## src/rtl/sleep_seq_pkg.sv

```systemverilog
package sleep_seq_pkg;

  typedef enum logic [1:0] {
    ST_WORK  = 2'd0,
    ST_WAIT  = 2'd1,
    ST_SLEEP = 2'd2,
    ST_EXIT  = 2'd3
  } seq_st_e;

  localparam logic [2:0] SX_S1 = 3'd1;
  localparam logic [2:0] SX_S3 = 3'd3;
  localparam logic [2:0] SX_S4 = 3'd4;
  localparam logic [2:0] SX_S5 = 3'd5;

  // a sleep type is accepted only for S1..S5
  function automatic logic type_ok(input logic [2:0] t);
    return (t >= SX_S1) && (t <= SX_S5);
  endfunction

  // depth gating of the alarm wake
  function automatic logic alarm_depth_ok(input logic [2:0] t, input logic s4ok);
    return ((t >= SX_S1) && (t <= SX_S3)) || ((t == SX_S4) && s4ok);
  endfunction

endpackage

```

## src/rtl/sleep_seq_wake.sv

```systemverilog
module sleep_seq_wake
  import sleep_seq_pkg::*;
#(
  parameter int unsigned NW = 4
) (
  input  logic [NW-1:0] wake_ev_i,
  input  logic [NW-1:0] wake_en_i,
  input  logic          alarm_i,
  input  logic          alarm_en_i,
  input  logic          alarm_s4_ok_i,
  input  logic          batt_low_i,
  input  logic [2:0]    tgt_i,
  output logic          wake_hit_o
);

  logic [NW-1:0] masked;
  logic          alarm_hit;

  for (genvar g = 0; g < NW; g++) begin : g_src
    assign masked[g] = wake_ev_i[g] & wake_en_i[g];
  end

  always_comb begin
    alarm_hit  = alarm_i & alarm_en_i & ~batt_low_i & alarm_depth_ok(tgt_i, alarm_s4_ok_i);
    wake_hit_o = (|masked) | alarm_hit;
  end

endmodule

```

## src/rtl/sleep_seq_tmo.sv

```systemverilog
module sleep_seq_tmo #(
  parameter int unsigned TMO_CYC = 1024
) (
  input  logic clk,
  input  logic rst,
  input  logic run_i,
  output logic expire_o
);

  localparam int unsigned CW = (TMO_CYC > 1) ? $clog2(TMO_CYC) : 1;
  localparam logic [CW-1:0] LAST = CW'(TMO_CYC - 1);

  logic [CW-1:0] cnt_q;

  always_ff @(posedge clk) begin
    if (rst || !run_i) cnt_q <= '0;
    else if (cnt_q != LAST) cnt_q <= cnt_q + 1'b1;
  end

  assign expire_o = run_i && (cnt_q == LAST);

endmodule

```

## src/rtl/sleep_seq_fsm.sv

```systemverilog
module sleep_seq_fsm
  import sleep_seq_pkg::*;
(
  input  logic       clk,
  input  logic       rst,
  input  logic [2:0] slp_type_i,
  input  logic       slp_go_i,
  input  logic       override_i,
  input  logic       halt_ack_i,
  input  logic       wak_clr_i,
  input  logic       wake_hit_i,
  input  logic       expire_i,
  output seq_st_e    st_o,
  output logic [2:0] tgt_o,
  output logic       halt_req_o,
  output logic       asleep_o,
  output logic [2:0] pwr_state_o,
  output logic       wak_sts_o,
  output logic       resume_o,
  output logic       restart_o,
  output logic       tmo_err_o
);

  seq_st_e    st_q, st_d;
  logic [2:0] tgt_q, tgt_d;
  logic       set_sts, err_set, err_clr;

  always_comb begin
    st_d    = st_q;
    tgt_d   = tgt_q;
    set_sts = 1'b0;
    err_set = 1'b0;
    err_clr = 1'b0;
    unique case (st_q)
      ST_WORK: begin
        if (slp_go_i && type_ok(slp_type_i)) begin
          st_d    = ST_WAIT;
          tgt_d   = slp_type_i;
          err_clr = 1'b1;
        end
      end
      ST_WAIT: begin
        if (halt_ack_i) begin
          st_d = ST_SLEEP;
        end else if (expire_i) begin
          st_d    = ST_WORK;
          err_set = 1'b1;
        end
      end
      ST_SLEEP: begin
        if (wake_hit_i) begin
          st_d    = ST_EXIT;
          set_sts = 1'b1;
        end
      end
      ST_EXIT: st_d = ST_WORK;
      default: st_d = ST_WORK;
    endcase
    if (override_i) begin
      st_d    = ST_SLEEP;
      tgt_d   = SX_S5;
      set_sts = 1'b0;
      err_set = 1'b0;
      err_clr = 1'b0;
    end
  end

  always_ff @(posedge clk) begin
    if (rst) begin
      st_q        <= ST_WORK;
      tgt_q       <= '0;
      halt_req_o  <= 1'b0;
      asleep_o    <= 1'b0;
      pwr_state_o <= '0;
      wak_sts_o   <= 1'b0;
      resume_o    <= 1'b0;
      restart_o   <= 1'b0;
      tmo_err_o   <= 1'b0;
    end else begin
      st_q        <= st_d;
      tgt_q       <= tgt_d;
      halt_req_o  <= (st_d == ST_WAIT) || (st_d == ST_SLEEP);
      asleep_o    <= (st_d == ST_SLEEP);
      pwr_state_o <= (st_d == ST_SLEEP) ? tgt_d : 3'd0;
      resume_o    <= (st_d == ST_EXIT) && (tgt_d == SX_S1);
      restart_o   <= (st_d == ST_EXIT) && (tgt_d != SX_S1);
      if (set_sts)        wak_sts_o <= 1'b1;
      else if (wak_clr_i) wak_sts_o <= 1'b0;
      if (err_set)        tmo_err_o <= 1'b1;
      else if (err_clr)   tmo_err_o <= 1'b0;
    end
  end

  assign st_o  = st_q;
  assign tgt_o = tgt_q;

endmodule

```

## src/rtl/sleep_seq.sv

```systemverilog
module sleep_seq
  import sleep_seq_pkg::*;
#(
  parameter int unsigned NW      = 4,
  parameter int unsigned TMO_CYC = 1024
) (
  input  logic          clk,
  input  logic          rst,
  input  logic [2:0]    slp_type_i,
  input  logic          slp_go_i,
  input  logic [NW-1:0] wake_ev_i,
  input  logic [NW-1:0] wake_en_i,
  input  logic          alarm_i,
  input  logic          alarm_en_i,
  input  logic          alarm_s4_ok_i,
  input  logic          batt_low_i,
  input  logic          override_i,
  input  logic          halt_ack_i,
  input  logic          wak_clr_i,
  output logic          halt_req_o,
  output logic          asleep_o,
  output logic [2:0]    pwr_state_o,
  output logic          wak_sts_o,
  output logic          resume_o,
  output logic          restart_o,
  output logic          tmo_err_o
);

  seq_st_e    st;
  logic [2:0] tgt;
  logic       wake_hit;
  logic       expire;

  sleep_seq_wake #(.NW(NW)) u_wake (
    .wake_ev_i     (wake_ev_i),
    .wake_en_i     (wake_en_i),
    .alarm_i       (alarm_i),
    .alarm_en_i    (alarm_en_i),
    .alarm_s4_ok_i (alarm_s4_ok_i),
    .batt_low_i    (batt_low_i),
    .tgt_i         (tgt),
    .wake_hit_o    (wake_hit)
  );

  sleep_seq_tmo #(.TMO_CYC(TMO_CYC)) u_tmo (
    .clk      (clk),
    .rst      (rst),
    .run_i    (st == ST_WAIT),
    .expire_o (expire)
  );

  sleep_seq_fsm u_fsm (
    .clk         (clk),
    .rst         (rst),
    .slp_type_i  (slp_type_i),
    .slp_go_i    (slp_go_i),
    .override_i  (override_i),
    .halt_ack_i  (halt_ack_i),
    .wak_clr_i   (wak_clr_i),
    .wake_hit_i  (wake_hit),
    .expire_i    (expire),
    .st_o        (st),
    .tgt_o       (tgt),
    .halt_req_o  (halt_req_o),
    .asleep_o    (asleep_o),
    .pwr_state_o (pwr_state_o),
    .wak_sts_o   (wak_sts_o),
    .resume_o    (resume_o),
    .restart_o   (restart_o),
    .tmo_err_o   (tmo_err_o)
  );

endmodule

```

## config.mk

```make
export PLATFORM = sky130hd
export DESIGN_NAME = sleep_seq
export DESIGN_NICKNAME = d
export VERILOG_FILES = /design/src/rtl/sleep_seq_pkg.sv /design/src/rtl/sleep_seq_wake.sv /design/src/rtl/sleep_seq_tmo.sv /design/src/rtl/sleep_seq_fsm.sv /design/src/rtl/sleep_seq.sv
export SDC_FILE = /design/constraint.sdc
export NUM_CORES = 1
export LEC_CHECK = 0
export ABC_CLOCK_PERIOD_IN_PS = 2300
export BUFFER_PORTS_ARGS = -buffer_cell sky130_fd_sc_hd__buf_2
export CORE_MARGIN = 4
export CORE_UTILIZATION = 35
export DETAILED_ROUTE_END_ITERATION = 16
export SLEW_MARGIN = 20
export SYNTH_ARGS = -nofsm -noshare
export SYNTH_HDL_FRONTEND = slang
export SYNTH_HIERARCHICAL = 1
export SYNTH_SLANG_ARGS = --single-unit
```

## constraint.sdc

```tcl
create_clock -name clk -period 2.3 [get_ports clk]
set_clock_uncertainty 0.1 [all_clocks]
set_input_delay 0.46 -clock clk [delete_from_list [all_inputs] [get_ports clk]]
set_output_delay 0.46 -clock clk [all_outputs]
set_load 0.01 [all_outputs]
```

## Word level (Yosys, flattened, before mapping)

Cells that the tools add are included.
Widths: inputs -> output; s select.

- Word-level logic and storage cells: 75
- Output and inout port bits: 9
- Register bits after elaboration: 24
- Bits of input ports: 21

- Bitwise operators: 10
- Reduce and logical (&&, ||, !) cells: 16
- Equality and inequality tests: 11
- $add $sub $neg: 1
- Magnitude comparators: 4
- Muxes and demuxes: 23

Operators by type and width:

| kind | count |
|---|---|
| $mux 1 | 14 |
| $add 10x1->10 const B | 1 |
| $eq 10x10->1 const B | 1 |
| $mux 2 | 5 |
| $ne 10x10->1 const B | 1 |
| $mux 3 | 3 |
| $eq 2x2->1 const B | 4 |
| $pmux 2 s4 | 1 |
| $and 1x1->1 | 7 |
| $logic_and 1x1->1 | 7 |
| $ge 3x1->1 const B | 2 |
| $eq 2x1->1 const B | 2 |
| $reduce_bool 2->1 | 2 |
| $reduce_or 4->1 | 1 |
| $eq 3x1->1 const B | 1 |
| $eq 3x3->1 const B | 1 |
| $le 3x2->1 const B | 1 |
| $le 3x3->1 const B | 1 |
| $logic_or 1x1->1 | 3 |
| $ne 3x1->1 const B | 1 |
| $logic_not 2->1 | 1 |
| $not 1->1 | 2 |
| $reduce_or 2->1 | 1 |
| $logic_not 1->1 | 1 |
| $or 1x1->1 | 1 |

## Logic depth before layout (Yosys ltp)

Gate-level depths: netlist of the first run.

- Depth in word-level cells: 11
- Mapped depth: 11
- Gate-level depth less buffers: 10

## Modules after synthesis

The synthesis of the first run kept the hierarchy.

Modules (own cells, without submodules):

| module | times used | area each (sq um) | cells each | sequential area each (sq um) |
|---|---|---|---|---|
| sleep_seq_fsm | 1 | 616.8 | 67 | 280.3 |
| sleep_seq_tmo | 1 | 539.3 | 63 | 200.2 |
| sleep_seq_wake | 1 | 62.6 | 7 | 0.0 |
| sleep_seq | 1 | 13.8 | 1 | 0.0 |

## Worst setup path after synthesis of the first run

Ideal clock, no wire load.

- Kind: register to register
- Start point: reg u_tmo.cnt_q[0]
- End point: reg u_fsm.resume_o
- Required time: 2.108 ns
- Cell stages (with the launch flop): 12
- Setup time: 0.092 ns
- Data arrival time: 1.844 ns
- Clock period less this slack: 2.036 ns
- Setup slack: 0.264 ns
- Path buffers: 1
- Cell sequence: dfxtp_1 -> ha_1 -> and3_1 -> buf_2 -> and4_1 -> nor2_1 -> nand2_1 -> a31o_2 -> inv_1 -> ha_1 -> nand2_1 -> nor4_1

- Word-level cells in the longest chain between the ends: 8

Ends and longest elaborated chain:

| element | line | RTL |
|---|---|---|
| start, declared | sleep_seq_tmo.sv:13 | `logic [CW-1:0] cnt_q;` |
| start signal, assigned | sleep_seq_tmo.sv:17 | `else if (cnt_q != LAST) cnt_q <= cnt_q + 1'b1;` |
| $eq 10x10->1 | sleep_seq_tmo.sv:20 | `assign expire_o = run_i && (cnt_q == LAST);` |
| $logic_and 1x1->1 | sleep_seq_tmo.sv:20 |  |
| net expire | sleep_seq.sv:32 | `logic expire;` |
| $mux 2 | sleep_seq_fsm.sv:45 | `end else if (expire_i) begin` |
| $mux 2 | sleep_seq_fsm.sv:43 | `if (halt_ack_i) begin` |
| $pmux 2 s4 | sleep_seq_fsm.sv:34 | `unique case (st_q)` |
| $mux 2 | sleep_seq_fsm.sv:59 | `if (override_i) begin` |
| net u_fsm.st_d[0] | sleep_seq_fsm.sv:24 | `seq_st_e st_q, st_d;` |
| $eq 2x2->1 | sleep_seq_fsm.sv:85 | `resume_o <= (st_d == ST_EXIT) && (tgt_d == SX_S1);` |
| $logic_and 1x1->1 | sleep_seq_fsm.sv:85 |  |
| end signal, assigned | sleep_seq_fsm.sv:85 |  |
| end, declared | sleep_seq_fsm.sv:19 | `output logic resume_o,` |

The timed path passes the listed nets, and every way through them passes these cells.
A chain may end at the register's enable or synchronous reset.

## Final worst setup path of the first run

Same ends and word-level chain as after synthesis.

==> results of run 1 <==
## power by group
group          leakage [nW]  switching, mW  internal, mW
Clock                0.0279          0.132         0.176
Sequential            0.196        0.00989         0.431
Combinational         0.387         0.0603        0.0563
## worst paths after layout
path	from	to	slack, ns	cells past startpoint
min reg2reg	u_fsm/tmo_err_o$_SDFFE_PP0P_	u_fsm/tmo_err_o$_SDFFE_PP0P_	0.41	2
min	override_i	u_fsm/tgt_o[1]$_SDFF_PP0_	0.32	2
max	u_tmo/cnt_q[0]$_SDFFE_PP0P_	u_fsm/resume_o$_SDFF_PP0_	0.19	10
max reg2reg	u_tmo/cnt_q[0]$_SDFFE_PP0P_	u_fsm/resume_o$_SDFF_PP0_	0.19	10
## per-layer routing
layer	part of all wire	wire length (µm)	track usage
met1	0.51	1430	0.170
met2	0.42	1180	0.200
met3	0.060	167	0.0216
met4	0.0093	26	0.0430
met5	0	0	0
## cell usage after synthesis (all sizes together) (2+ instances only)
cell type	instances	share of area
a211o	2	0.014
a211oi	4	0.024
a21oi	5	0.020
a2bb2oi	3	0.021
a31oi	6	0.030
and2	2	0.010
and2b	2	0.012
and3	4	0.020
and4	3	0.021
buf	4	0.023
dfxtp	24	0.39
ha	3	0.030
inv	6	0.018
mux2i	2	0.016
nand2	12	0.037
nand2b	3	0.015
nand3	6	0.024
nor2	12	0.039
nor2b	2	0.016
nor3	4	0.016
nor3b	2	0.012
nor4	2	0.010
nor4b	2	0.019
o21ai	6	0.027
o31ai	2	0.016
## per-stage QoR
stage	worst slack [ns]	hold slack (ns)
2_1_floorplan	0.264	0.372
3_3_place_gp	0.181	0.382
3_5_place_dp	0.165	0.378
4_1_cts	0.174	0.320
5_1_grt	0.0432	0.311
6_report	0.188	0.323
## layout make-up
class,instances,share of cell area
multi-input cells,103,0.476
flip-flops and latches,24,0.328
repair buffers,30,0.104
well taps,46,0.0393
clock inverters,1,0.0205
clock buffers,3,0.0154
inverters,6,0.0154
## layout by cell type, fill, tap and decap left out, types with 2 or more instances in the layout
master     synthesis  routed
inv_1              6       6
o21ai_1            2       2
nand2b_1           3       3
and4_1             3       3
nor2_1            11      11
a211o_1            2       2
nor3_1             4       4
and2_1             2       2
nand3_1            6       6
dfxtp_1           24      24
nand2_1           12      12
clkbuf_4           0       3
a211oi_1           4       4
mux2i_1            2       2
and2b_1            2       2
nor3b_1            2       2
a31oi_1            6       6
ha_1               3       3
nor4_1             2       2
a21oi_1            5       5
a2bb2oi_1          3       3
o21ai_0            3       3
buf_2              2      29
and3_1             4       4
## registers in the layout (all words and copies together) (netlist names)
register / flops
u_fsm/wak_sts_o: 1
u_fsm/pwr_state_o: 3
u_tmo/cnt_q: 10
u_fsm/restart_o: 1
u_fsm/resume_o: 1
u_fsm/tgt_o: 3
u_fsm/tmo_err_o: 1
u_fsm/halt_req_o: 1
u_fsm/asleep_o: 1
u_fsm/st_o: 2
## kinds of logic after synthesis
group / count (synthesis) / share of synthesized area
AOI/OAI and AO/OA: 38 / 0.234
DFF: 24 / 0.390
buffers and inverters: 11 / 0.0447
and+or+nand+nor: 59 / 0.273
muxes: 3 / 0.0284
adders and majority gates: 3 / 0.0305
==> flow_summary.json, run 1 <==
{
  "design_area_um2": 1460,
  "worstSkewPairLatency_ns": 0.31,
  "cp-end-kind": "flop",
  "path_buf_inv": 1,
  "synth_top_flop_cell": "dfxtp_1",
  "post-route-period-util": 0.918,
  "root_buffer": "clkbuf_4",
  "cts_made_buffers": 3,
  "cpPeakStageDelay_ns": 0.37,
  "cts_tree": "yes",
  "postSynth.asyncResetShare": 0,
  "antenna_cells": 0,
  "grt_max_degree": 15,
  "seq_area_frac_synth": 0.390,
  "die-area_um2": 4530,
  "placed_area_um2": 1410,
  "die_x_um": 67.3,
  "syn_inst": 138,
  "power_mw": 0.865,
  "vias": 1120,
  "tightest_slew_ns": 0.327,
  "drt-pass1-iter-count": 4,
  "io_pins": 30,
  "placed_cells": 209,
  "postCtsSetupBuffers": 0,
  "slew_viol_final": 0,
  "ir_worst_vdd_mv": 0.325,
  "cp_data_required_time_ns": 2.44,
  "detail-route-antenna-nets": 0,
  "min_period_ns": 2.11,
  "cp_max_fo": 6,
  "syn_nets": 162,
  "fmax_mhz": 473,
  "antenna_found_initial": 0,
  "nNetsFinal": 192,
  "hold_viol": 0,
  "crit_chain": "ha_1 > and3_1 > and4_1 > nor2_1 > nand2_1 > a31o_2 > inv_1 > ha_1 > nand2_1 > nor4_1",
  "ys_warn_count": 6,
  "synth_edf_count": 0,
  "drc": 0,
  "leakage_nw": 0.611,
  "fill_cells": 360,
  "core_area_um2": 3360,
  "drive_gt1_frac": 0.269,
  "place_congestion": 0.913,
  "arrival_ns": 2.25,
  "netlist_area_um2": 1230,
  "initial_core_util": 0.366,
  "crit_slowest_cell": "dfxtp_1",
  "multi_input_area_um2": 697,
  "hp-class": "input port to flop",
  "rsz0062_at_grt": "no",
  "die_y_um": 67.3,
  "path_delay_family": "simple AND/OR/NAND/NOR gates",
  "startpoint_type": "flop",
  "cts.path.max_buffers": 2,
  "drt-initial-drc-count": 31,
  "area_delta_synth_final_pct": 18.7,
  "seqCellArea_um2": 480,
  "syn_area_per_cell_um2": 8.93,
  "ys_seq_elements": 24,
  "power_density_nw_per_um2": 592,
  "via_per_inst": 5.26,
  "io_buffers": 29,
  "final_cells": 213,
  "htree_levels": 1,
  "first_global_vias": 1031,
  "cts.sink_count": 24,
  "post-dp-hpwl_um": 2170,
  "outcome": "finished clean",
  "path_class": "flop to flop",
  "maxCapViolations": 0,
  "synth_cell_types": 48,
  "wirelength_um": 2800,
  "overflow": 0,
  "relSlewSlack": 0.781,
  "num_rows": 21,
  "ctsHoldBuffers": 0,
  "grt.total_usage": 0.125,
  "final_util": 0.435,
  "wl_per_cell_um": 13.1,
  "setup_viol": 0,
  "cts_resized": 0,
  "cts.clk_slew.worst_paths_ns": 0.15,
  "tns_ns": 0,
  "grt_pass1_wl_um": 4440
}
Power figures use the tool's default switching activity.
==> run 2, diff against run 1 <==
--- a/config.mk
+++ b/config.mk
@@ -10,6 +10,7 @@
 export CORE_MARGIN = 4
 export CORE_UTILIZATION = 35
 export DETAILED_ROUTE_END_ITERATION = 16
+export GPL_TIMING_DRIVEN = 0
 export SLEW_MARGIN = 20
 export SYNTH_ARGS = -nofsm -noshare
 export SYNTH_HDL_FRONTEND = slang
==> flow_summary.json, run 2 (synthesis gave the netlist of run 1 again) <==
{
  "wirelength_um": 2830,
  "whs_endpoint": "u_fsm/pwr_state_o[1]$_SDFF_PP0_",
  "tns_ns": 0,
  "outcome": "finished clean",
  "drive_gt1_frac": 0.310,
  "grt_pass1_wl_um": 4490,
  "whs_ns": 0.225,
  "die_x_um": 67.3,
  "drt-initial-drc-count": 48,
  "maxCapViolations": 0,
  "seqCellArea_um2": 485,
  "place_congestion": 0.973,
  "power_frac_seq": 0.504,
  "nNetsFinal": 196,
  "min_period_ns": 2.14,
  "reg2reg_depth": 11,
  "cts_made_buffers": 3,
  "largest_reg_flops": 10,
  "io_pins": 30,
  "leakage_nw": 0.629,
  "wl_per_cell_um": 13.0,
  "ctsHoldBuffers": 0,
  "design_area_um2": 1520,
  "clockPowerShare": 0.356,
  "r2r_end": "u_fsm/resume_o$_SDFF_PP0_",
  "drt-pass1-iter-count": 4,
  "post-route-period-util": 0.931,
  "p_int_mw": 0.668,
  "hold_start": "override_i",
  "crit_chain": "ha_4 > and3_1 > buf_2 > and4_1 > nor2_1 > nand2_1 > a31o_4 > inv_1 > ha_2 > nand2_1 > nor4_1",
  "worstReg2RegStart": "u_tmo/cnt_q[0]$_SDFFE_PP0P_",
  "arrival_ns": 2.29,
  "mostFrequentLayoutCells": "buf_2 (30), dfxtp_1 (22), nand2_1 (12), nor2_1 (10)",
  "hold_viol": 0,
  "die_y_um": 67.3,
  "post-dp-hpwl_um": 2110,
  "ir_worst_vdd_mv": 0.287,
  "cts.path.max_buffers": 2,
  "overflow": 0,
  "tightest_slew_ns": 0.394,
  "power_mw": 0.875,
  "antenna_found_initial": 0,
  "placed_area_um2": 1430,
  "first_global_vias": 1048,
  "via_per_inst": 5.40,
  "switching_share": 0.237,
  "num_rows": 21,
  "worstSkewPairLatency_ns": 0.32,
  "slew_viol_final": 0,
  "setup_viol": 0,
  "cp-end-kind": "flop",
  "vias": 1172,
  "holdPathStages": 2,
  "root_buffer": "clkbuf_4",
  "regMostFlops": "u_tmo/cnt_q",
  "p_comb_frac": 0.141,
  "grt_max_degree": 15,
  "power_density_nw_per_um2": 575,
  "final_cells": 217,
  "cp_data_required_time_ns": 2.45,
  "startpoint_type": "flop",
  "fmax_mhz": 467,
  "area_delta_synth_final_pct": 23.5,
  "relSlewSlack": 0.737,
  "grt.total_usage": 0.129,
  "placed_cells": 212,
  "initial_core_util": 0.366,
  "rsz0062_at_grt": "no",
  "io_buffers": 28,
  "cts.sink_count": 24,
  "antenna_cells": 0,
  "die-area_um2": 4530,
  "cp_max_fo": 6,
  "switchingPower_mw": 0.207,
  "rrSetupSlack_ns": 0.16,
  "crit_slowest_cell": "dfxtp_4",
  "fill_cells": 361,
  "detail-route-antenna-nets": 0,
  "hp-class": "input port to flop",
  "final_common_cell": "buf_2",
  "path_class": "flop to flop",
  "cpPeakStageDelay_ns": 0.39,
  "core_area_um2": 3360,
  "cts_tree": "yes",
  "cts.clk_slew.worst_paths_ns": 0.14,
  "htree_levels": 1,
  "multi_input_area_um2": 723,
  "cp_common_cell": "nand2_1",
  "drc": 0
}
-- run 2: timing repair --
action	in CTS	in global routing
setup endpoints to repair	0	6
gates resized for setup	0	8
setup buffers	0	1
-- run 2: routing by layer --
layer / wire length (µm) / global-route usage
met2: 1150 / 0.193
met4: 35 / 0.0532
met3: 235 / 0.0250
met1: 1410 / 0.179
met5: 0 / 0
-- run 2: through the flow --
| stage | util | setup WS, ns |
|---|---|---|
| floorplan | - | 0.264 |
| global route | 0.452 | 0.0163 |
| global placement | 0.425 | 0.0861 |
| finish | 0.452 | 0.159 |
| detailed placement | 0.425 | 0.0735 |
| CTS | 0.441 | 0.0597 |
-- run 2: worst max-delay path by stage --
stage / to / startpoint / cells past startpoint / slack [ns]
final: u_fsm/resume_o$_SDFF_PP0_ / u_tmo/cnt_q[0]$_SDFFE_PP0P_ / 11 / 0.16
after global routing: u_fsm/resume_o$_SDFF_PP0_ / u_fsm/tgt_o[1]$_SDFF_PP0_ / 9 / 0.02
after CTS: u_fsm/pwr_state_o[2]$_SDFF_PP0_ / u_tmo/cnt_q[0]$_SDFFE_PP0P_ / 10 / 0.06
after detailed placement: u_fsm/pwr_state_o[2]$_SDFF_PP0_ / u_tmo/cnt_q[0]$_SDFFE_PP0P_ / 10 / 0.07
after global placement: u_fsm/pwr_state_o[1]$_SDFF_PP0_ / u_tmo/cnt_q[0]$_SDFFE_PP0P_ / 10 / 0.09
after floorplan: u_fsm/resume_o$_SDFF_PP0_ / u_tmo/cnt_q[0]$_SDFFE_PP0P_ / 11 / 0.26
-- run 2: critical path, delay by kind of cell (launching register included) --
kind                     cells  cell delay (ns)
flip-flops                   1             0.39
adder cells (fa/ha/maj)      2             0.35
buffers and inverters        2             0.21
AO/OA/AOI/OAI                1             0.24
AND/OR/NAND/NOR              6             0.79
-- run 2: power by group through the flow --
| stage | registers, mW | logic [mW] | clock network [mW] |
|---|---|---|---|
| after floorplan | 0.454 | 0.0689 | 0 |
| after global placement | 0.450 | 0.115 | 0 |
| after detailed placement | 0.450 | 0.117 | 0 |
| after CTS | 0.441 | 0.118 | 0.321 |
| after global routing | 0.443 | 0.139 | 0.330 |
| final | 0.441 | 0.123 | 0.311 |
-- run 2: final cells by class --
cell class / count / area share
tap: 46 / 0.0378
multi-input combinational: 103 / 0.475
inverter: 6 / 0.0148
clock inverter: 1 / 0.0197
clock buffer: 3 / 0.0148
buffer: 5 / 0.0214
timing repair buffer: 29 / 0.0970
sequential: 24 / 0.319
==> run 3, diff against run 2 <==
--- a/config.mk
+++ b/config.mk
@@ -5,12 +5,13 @@
 export SDC_FILE = /design/constraint.sdc
 export NUM_CORES = 1
 export LEC_CHECK = 0
-export ABC_CLOCK_PERIOD_IN_PS = 2300
+export ABC_CLOCK_PERIOD_IN_PS = 2200
 export BUFFER_PORTS_ARGS = -buffer_cell sky130_fd_sc_hd__buf_2
 export CORE_MARGIN = 4
 export CORE_UTILIZATION = 35
 export DETAILED_ROUTE_END_ITERATION = 16
 export GPL_TIMING_DRIVEN = 0
+export MAX_ROUTING_LAYER = met4
 export SLEW_MARGIN = 20
 export SYNTH_ARGS = -nofsm -noshare
 export SYNTH_HDL_FRONTEND = slang
==> constraint.sdc (replaced) <==
create_clock -name clk -period 2.2 [get_ports clk]
set_clock_uncertainty 0.1 [all_clocks]
set_input_delay 0.44 -clock clk [delete_from_list [all_inputs] [get_ports clk]]
set_output_delay 0.44 -clock clk [all_outputs]
set_load 0.01 [all_outputs]
==> flow_summary.json, run 3 (synthesis gave the netlist of run 1 again) <==
{
  "antenna_cells": 0,
  "wirelength_um": 2870,
  "dp_slack_ns": -0.0265,
  "outcome": "finished clean",
  "grt_pass1_wl_um": 4490,
  "final_util": 0.459,
  "worstSkewPairLatency_ns": 0.32,
  "met1Wirelength_um": 1410,
  "ir_worst_vdd_mv": 0.304,
  "post-route-period-util": 0.946,
  "first_global_vias": 1048,
  "nNetsFinal": 196,
  "root_buffer": "clkbuf_4",
  "r2r_end": "u_fsm/resume_o$_SDFF_PP0_",
  "regMostFlops": "u_tmo/cnt_q",
  "drive_gt1_frac": 0.333,
  "core_area_um2": 3360,
  "min_period_ns": 2.08,
  "switchingPower_mw": 0.220,
  "fmax_mhz": 480,
  "num_rows": 21,
  "startpoint_type": "flop",
  "mostFrequentLayoutCells": "buf_2 (29), dfxtp_1 (20), nand2_1 (11), nor2_1 (10)",
  "dr_wl_met3_um": 232,
  "largest_reg_flops": 10,
  "tns_ns": 0,
  "slew_viol_final": 0,
  "maxCapViolations": 0,
  "cp-end-kind": "flop",
  "holdPathStages": 2,
  "final_common_cell": "buf_2",
  "switching_share": 0.238,
  "setup_slack_ns": 0.118,
  "cp_data_required_time_ns": 2.35,
  "p_comb_frac": 0.147,
  "cts.clk_slew.worst_paths_ns": 0.14,
  "grt.total_usage": 0.132,
  "area_delta_synth_final_pct": 25.2,
  "cts.sink_count": 24,
  "cts_made_buffers": 3,
  "setup_viol": 0,
  "design_area_um2": 1540,
  "io_buffers": 28,
  "htree_levels": 1,
  "leakage_nw": 0.628,
  "hold_start": "override_i",
  "vias": 1171,
  "worstReg2RegStart": "u_fsm/st_o[0]$_SDFF_PP0_",
  "die_y_um": 67.3,
  "power_frac_seq": 0.500,
  "cp_max_fo": 6,
  "grt_max_degree": 15,
  "cts.path.max_buffers": 2,
  "antenna_found_initial": 0,
  "place_congestion": 0.991,
  "cts_tree": "yes",
  "initial_core_util": 0.366,
  "power_density_nw_per_um2": 598,
  "post-dp-hpwl_um": 2110,
  "tightest_slew_ns": 0.400,
  "hp-class": "input port to flop",
  "placed_area_um2": 1430,
  "wl_met2_um": 1190,
  "detail-route-antenna-nets": 0,
  "wl_per_cell_um": 13.2,
  "drt-pass1-iter-count": 4,
  "arrival_ns": 2.23,
  "die-area_um2": 4530,
  "clockPowerShare": 0.353,
  "p_int_mw": 0.702,
  "overflow": 0,
  "whs_ns": 0.204,
  "relSlewSlack": 0.733,
  "via_per_inst": 5.40,
  "reg2reg_depth": 7,
  "drt-initial-drc-count": 56,
  "die_x_um": 67.3,
  "dr.max_layer_used": "met4",
  "hold_viol": 0,
  "rrSetupSlack_ns": 0.12,
  "path_class": "flop to flop",
  "io_pins": 30,
  "whs_endpoint": "u_fsm/tgt_o[1]$_SDFF_PP0_",
  "drc": 0
}
## run 3: metrics by stage
step | cells | total power, mW
after floorplan | 138 | 0.546
after global placement | 212 | 0.590
after detailed placement | 212 | 0.593
after CTS | 216 | 0.920
after global routing | 217 | 0.961
final | 217 | 0.922
## run 3: what timing repair did
action	CTS	global route
setup endpoints to repair	5	7
setup buffers	0	2
pin swaps	0	4
resized for setup	1	13
hold buffers	0	0
## run 3: cell type report
class | count | area, µm²
Buffer | 4 | 27.5
Clock buffer | 3 | 22.5
Clock inverter | 1 | 30.0
Fill cell | 359 | 1820
Inverter | 6 | 22.5
Multi-Input combinational cell | 103 | 739
Sequential cell | 24 | 488
Tap cell | 46 | 57.6
Timing Repair Buffer | 30 | 155
## run 3: how the worst max path moves through the flow
stage,startpoint,end,depth (start not counted)
global route,u_fsm/tgt_o[1]$_SDFF_PP0_,u_fsm/resume_o$_SDFF_PP0_,9
floorplan,u_tmo/cnt_q[0]$_SDFFE_PP0P_,u_fsm/resume_o$_SDFF_PP0_,11
detailed placement,u_tmo/cnt_q[0]$_SDFFE_PP0P_,u_fsm/pwr_state_o[2]$_SDFF_PP0_,10
global placement,u_tmo/cnt_q[0]$_SDFFE_PP0P_,u_fsm/pwr_state_o[1]$_SDFF_PP0_,10
CTS,u_tmo/cnt_q[0]$_SDFFE_PP0P_,u_fsm/pwr_state_o[2]$_SDFF_PP0_,10
finish,u_fsm/st_o[0]$_SDFF_PP0_,u_fsm/resume_o$_SDFF_PP0_,7
## run 3: power by group through the flow
stage	Clock, mW	Combinational, mW	Sequential, mW
after floorplan	0	0.0720	0.474
after global placement	0	0.120	0.470
after detailed placement	0	0.122	0.470
after global routing	0.345	0.152	0.463
after CTS	0.336	0.123	0.461
final	0.325	0.136	0.461
## run 3: routing by layer
layer | GRT usage | vias to the layer above
li1 | - | 586
met1 | 0.179 | 538
met2 | 0.193 | 43
met3 | 0.0250 | 4
met4 | 0.0532 | 0
met5 | - | -
## run 3: critical path, cell delays in order (launching register included)
cell and delay (ns):
dfxtp_1 0.38, or3b_4 0.43, a211o_1 0.32, a31o_4 0.27
inv_1 0.06, ha_2 0.17, nand2_1 0.05, nor4_1 0.23
